File: src/rtl/uart_irq_ident_pkg.sv
package uart_irq_ident_pkg;

    localparam int unsigned DATA_W = 8;
    localparam int unsigned NSRC   = 4;

    // Two-bit source identification codes
    typedef enum logic [1:0] {
        SRC_MS  = 2'b00,
        SRC_THR = 2'b01,
        SRC_RDA = 2'b10,
        SRC_LS  = 2'b11
    } src_e;

    // Gated source activity, one flag per source
    typedef struct packed {
        logic ls;
        logic rda;
        logic thr;
        logic ms;
    } src_vec_t;

    // Result of the priority selection
    typedef struct packed {
        logic pend;
        src_e code;
        logic tmo;
    } sel_t;

    // Build the identification byte from the selection and FIFO state
    function automatic logic [DATA_W-1:0] pack_iid(sel_t s, logic fifo);
        return {{2{fifo}}, 2'b00, s.tmo, s.code, ~s.pend};
    endfunction

endpackage

File: src/rtl/uart_irq_enable.sv
module uart_irq_enable
    import uart_irq_ident_pkg::*;
#(
    parameter int unsigned DW = DATA_W,
    parameter int unsigned NB = NSRC
) (
    input  logic          clk,
    input  logic          rst,
    input  logic          wr,
    input  logic [DW-1:0] wdata,
    output logic [NB-1:0] en,
    output logic [DW-1:0] rdata,
    output logic          thr_rearm
);
    localparam int unsigned PAD_W   = DW - NB;
    localparam int unsigned THR_BIT = 1;

    logic [NB-1:0] en_q;

    always_ff @(posedge clk) begin
        if (rst)
            en_q <= '0;
        else if (wr)
            en_q <= wdata[NB-1:0];
    end

    assign en        = en_q;
    assign rdata     = {{PAD_W{1'b0}}, en_q};
    assign thr_rearm = wr && wdata[THR_BIT] && !en_q[THR_BIT];

endmodule

File: src/rtl/uart_irq_thr_flag.sv
module uart_irq_thr_flag (
    input  logic clk,
    input  logic rst,
    input  logic set_evt,
    input  logic rearm,
    input  logic clr,
    output logic pend
);
    logic pend_q;

    // Set beats clear when both land in the same cycle
    always_ff @(posedge clk) begin
        if (rst)
            pend_q <= 1'b0;
        else if (set_evt || rearm)
            pend_q <= 1'b1;
        else if (clr)
            pend_q <= 1'b0;
    end

    assign pend = pend_q;

endmodule

File: src/rtl/uart_irq_prio.sv
module uart_irq_prio
    import uart_irq_ident_pkg::*;
(
    input  src_vec_t act,
    input  logic     tmo,
    output sel_t     sel
);
    always_comb begin
        sel = '{pend: 1'b0, code: SRC_MS, tmo: 1'b0};
        if (act.ls) begin
            sel.pend = 1'b1;
            sel.code = SRC_LS;
        end else if (act.rda) begin
            sel.pend = 1'b1;
            sel.code = SRC_RDA;
            sel.tmo  = tmo;
        end else if (act.thr) begin
            sel.pend = 1'b1;
            sel.code = SRC_THR;
        end else if (act.ms) begin
            sel.pend = 1'b1;
            sel.code = SRC_MS;
        end
    end

endmodule

File: src/rtl/uart_irq_ident.sv
module uart_irq_ident
    import uart_irq_ident_pkg::*;
(
    input  logic              clk,
    input  logic              rst,
    input  logic              en_wr,
    input  logic [DATA_W-1:0] en_wdata,
    output logic [DATA_W-1:0] en_rdata,
    input  logic              fifo_on,
    input  logic              lsr_evt,
    input  logic              rx_trig,
    input  logic              rx_tmo,
    input  logic              thr_empty_pulse,
    input  logic              msr_evt,
    input  logic              iid_rd,
    output logic [DATA_W-1:0] iid,
    output logic              irq
);
    localparam int unsigned EN_RDA = 0;
    localparam int unsigned EN_THR = 1;
    localparam int unsigned EN_LS  = 2;
    localparam int unsigned EN_MS  = 3;

    logic [NSRC-1:0] en;
    logic            thr_rearm;
    logic            thr_pend;
    logic            thr_clr;
    src_vec_t        act;
    sel_t            sel;

    uart_irq_enable #(.DW(DATA_W), .NB(NSRC)) u_enable (
        .clk       (clk),
        .rst       (rst),
        .wr        (en_wr),
        .wdata     (en_wdata),
        .en        (en),
        .rdata     (en_rdata),
        .thr_rearm (thr_rearm)
    );

    uart_irq_thr_flag u_thr (
        .clk     (clk),
        .rst     (rst),
        .set_evt (thr_empty_pulse),
        .rearm   (thr_rearm),
        .clr     (thr_clr),
        .pend    (thr_pend)
    );

    always_comb begin
        act.ls  = en[EN_LS]  && lsr_evt;
        act.rda = en[EN_RDA] && (rx_trig || rx_tmo);
        act.thr = en[EN_THR] && thr_pend;
        act.ms  = en[EN_MS]  && msr_evt;
    end

    uart_irq_prio u_prio (
        .act (act),
        .tmo (rx_tmo),
        .sel (sel)
    );

    assign thr_clr = iid_rd && sel.pend && (sel.code == SRC_THR);
    assign iid     = pack_iid(sel, fifo_on);
    assign irq     = |act;

endmodule

File: config.mk
export PLATFORM = sky130hd
export DESIGN_NAME = uart_irq_ident
export DESIGN_NICKNAME = d
export VERILOG_FILES = /design/src/rtl/uart_irq_ident_pkg.sv /design/src/rtl/uart_irq_enable.sv /design/src/rtl/uart_irq_thr_flag.sv /design/src/rtl/uart_irq_prio.sv /design/src/rtl/uart_irq_ident.sv
export SDC_FILE = /design/constraint.sdc
export NUM_CORES = 1
export LEC_CHECK = 0
export CAP_MARGIN = 40
export CORE_AREA = 2 2 39 41
export DETAILED_ROUTE_END_ITERATION = 7
export DIE_AREA = 0 0 41 43
export GPL_TIMING_DRIVEN = 0
export PLACE_DENSITY = 0.7
export RECOVER_POWER = 25
export SYNTH_ARGS = -nofsm -noshare
export SYNTH_HDL_FRONTEND = slang
export SYNTH_SLANG_ARGS = --single-unit
export TNS_END_PERCENT = 20
File: constraint.sdc
create_clock -name clk -period 1.6 [get_ports clk]
set_input_delay 0.32 -clock clk [delete_from_list [all_inputs] [get_ports clk]]
set_output_delay 0.32 -clock clk [all_outputs]
set_load 0.05 [all_outputs]
==> impl_metrics.py <==
metrics = {
    "worst_setup_path": {
        "crit_required_ns": 1.28,
        "path_cells": "clkdlybuf4s15_1 -> o21ai_2 -> nand2_4 -> a221o_2 -> buf_8",
        "cp.arrival_ns": 1.23,
        "critPathSlowestCell": "a221o_2",
        "crit_path_max_incr_delay_ns": 0.32,
        "worstSetupEndpointType": "primary output",
        "critPathMaxFanout": 4,
        "crit_type": "primary input to primary output",
        "crit_path_start_kind": "primary input",
    },
    "synthesis": {
        "post_synth.cell_area_avg_um2": 8.65,
        "yosysUniqueCellTypes": 15,
        "yosysTopAreaCell": "dfxtp_1",
        "yosysWarnings": 0,
        "synthCells": 36,
        "synth_top_area_frac": 0.321,
        "syn_area_um2": 312,
        "synth_area_leaders": "dfxtp_1 32%, buf_4 22%, mux2i_1 13%",
        "seq_area_frac_synth": 0.321,
        "ys_ff_latch": 5,
    },
    "pwr": {
        "peakVddDrop_v": 0.000296,
        "p_int_uw": 310,
        "p_seq_frac": 0.291,
        "swShare": 0.383,
        "power_density_nw_per_um2": 826,
        "pwr-share-comb": 0.428,
        "leakage_nw": 0.310,
        "p_clk_frac": 0.281,
        "switchingPower_uw": 193,
    },
    "grt": {
        "grt_overflow": 0,
        "grt_util_met2": 0.163,
        "antenna_found_initial": 0,
        "use_met1": 0.112,
        "grt_use_total": 0.106,
        "gr-max-usage-layer": "met2",
        "grt_pass1_vias": 326,
        "use_met3": 0.0366,
        "grt_pass1_wl_um": 1240,
        "grt_max_degree": 8,
    },
    "run": {
        "max_cap_violations": 0,
    },
    "clocking": {
        "cts_root_buffer": "clkbuf_4",
        "hold_buffers": 0,
        "cts_buffers": 3,
        "clock_latency_ns": 0.24,
        "cts.sinks": 5,
        "cts_tree": "yes",
        "post-cts-setup-buffer-count": 0,
        "cts_buffer_depth": 2,
        "cts.clk_slew.worst_paths_ns": 0.04,
        "cts_max_level": 1,
    },
    "final_layout": {
        "final_common_cell": "buf_4",
        "final_area_um2": 608,
        "syn2layout_area_growth_pct": 95.2,
        "final_cell_mix": "9 x buf_4, 8 x clkdlybuf4s50_1, 6 x conb_1",
        "final_cells": 83,
        "nNetsFinal": 86,
        "antenna_cells": 0,
        "post-route-util": 0.439,
        "drive_above_1_share": 0.403,
    },
    "timing": {
        "fin_crit_sh": 0.968,
        "fmax_mhz": 646,
        "holdWs_ns": 0.388,
        "hold_viol": 0,
        "setup_slack_ns": 0.0519,
        "period_minus_slack_ns": 1.55,
        "setup_viol_count_final": 0,
        "slew_violations": 0,
        "fin_worst_skew_ns": 0.00295,
        "rsz0062_at_grt": "true",
    },
    "floorplan": {
        "initial_core_util": 0.225,
        "std_cell_rows": 14,
        "die_w_um": 41,
        "die_area_um2": 1760,
        "pin_count": 35,
        "core_um2": 1380,
        "die_h_um": 43,
    },
    "place": {
        "dp_cells": 79,
        "placed_area_um2": 597,
        "portBuffers": 22,
        "place_congestion": 0.654,
        "dp_slack_ns": -0.798,
        "dpl.hpwl_um": 664,
    },
    "drt": {
        "wirelength_um": 775,
        "num_vias": 328,
        "drt_iter0_drc": 0,
        "vias_per_cell": 3.95,
        "wl_per_cell_um": 9.34,
        "ant_nets": 0,
        "first_pass_iters": 1,
        "drc_errors": 0,
    },
    "min_path": {
        "min-delay-path-class": "primary input to flip-flop",
    },
    "run_status": {
        "status": "completed",
    },
}
[critical path, delay by kind of cell]
family | cells | cell delay [ns]
simple gates | 1 | 0.09
buf+inv | 2 | 0.32
compound gates | 2 | 0.49
[logic make-up (layout without fill, tap and decap cells)]
logic type / after synthesis / in the layout / share of synthesized area
AND/OR/NAND/NOR: 12 / 12 / 0.189
other: 1 / 6 / 0.0120
flip-flops: 5 / 5 / 0.321
multiplexers: 4 / 4 / 0.129
AO/OA/AOI/OAI: 5 / 5 / 0.133
buffers and inverters: 9 / 35 / 0.217
[stage by stage]
stage          setup TNS (ns)  total power, mW
2_1_floorplan               0            0.297
3_3_place_gp            -3.27            0.368
3_5_place_dp            -3.31            0.370
4_1_cts               -0.0644            0.512
5_1_grt              -0.00712            0.535
6_report                    0            0.502
[state kept, by name (all words and copies together) (netlist names)]
name,flops
u_enable.en,4
u_thr.pend,1
[what timing repair did]
item                                    in CTS  in global routing
pin swaps                                    3                  2
endpoints found under the setup margin       9                  4
gates resized for setup                     31                  8
endpoints found under the hold margin        0                  0
[Yosys cell counts]
cell type and instances:
a221oi_1 1, nor2_1 5, a221o_1 1, o21ai_2 1, nand2_2 2, nand2_1 2
and3_2 1, conb_1 1, nand3_1 1, mux2i_1 4, buf_4 9, o31a_1 1
nand3b_1 1, a21oi_1 1, dfxtp_1 5
[layer usage]
layer | share of wire | vias up
li1 | - | 172
met1 | 0.37 | 136
met2 | 0.47 | 20
met3 | 0.16 | 0
met4 | 0 | 0
met5 | 0 | -
[area by class of cell]
| class | instances | area, um2 |
|---|---|---|
| Clock buffer | 4 | 26.3 |
| Buffer | 9 | 67.6 |
| Fill cell | 147 | 776 |
| Multi-Input combinational cell | 27 | 186 |
| Timing Repair Buffer | 22 | 205 |
| Sequential cell | 5 | 103 |
| Tap cell | 16 | 20.0 |
[power by group through the flow]
stage	sequential, mW	clock (mW)	combinational, mW
after floorplan	0.167	0	0.130
final	0.146	0.141	0.215
after detailed placement	0.148	0	0.222
after global placement	0.148	0	0.220
after CTS	0.146	0.151	0.216
after global routing	0.148	0.160	0.227
[final timing paths]
kind | start | endpoint | slack [ns] | cells after the start
worst max-delay path | rx_trig | irq | 0.05 | 5
worst min register to register | u_enable.en[2]$_SDFFE_PP0P_ | u_enable.en[2]$_SDFFE_PP0P_ | 0.51 | 2
worst min-delay path | en_wr | u_enable.en[0]$_SDFFE_PP0P_ | 0.39 | 3
worst max register to register | u_enable.en[1]$_SDFFE_PP0P_ | u_thr.pend$_SDFFE_PP0P_ | 0.69 | 3
(Power assumes the default switching activity.)
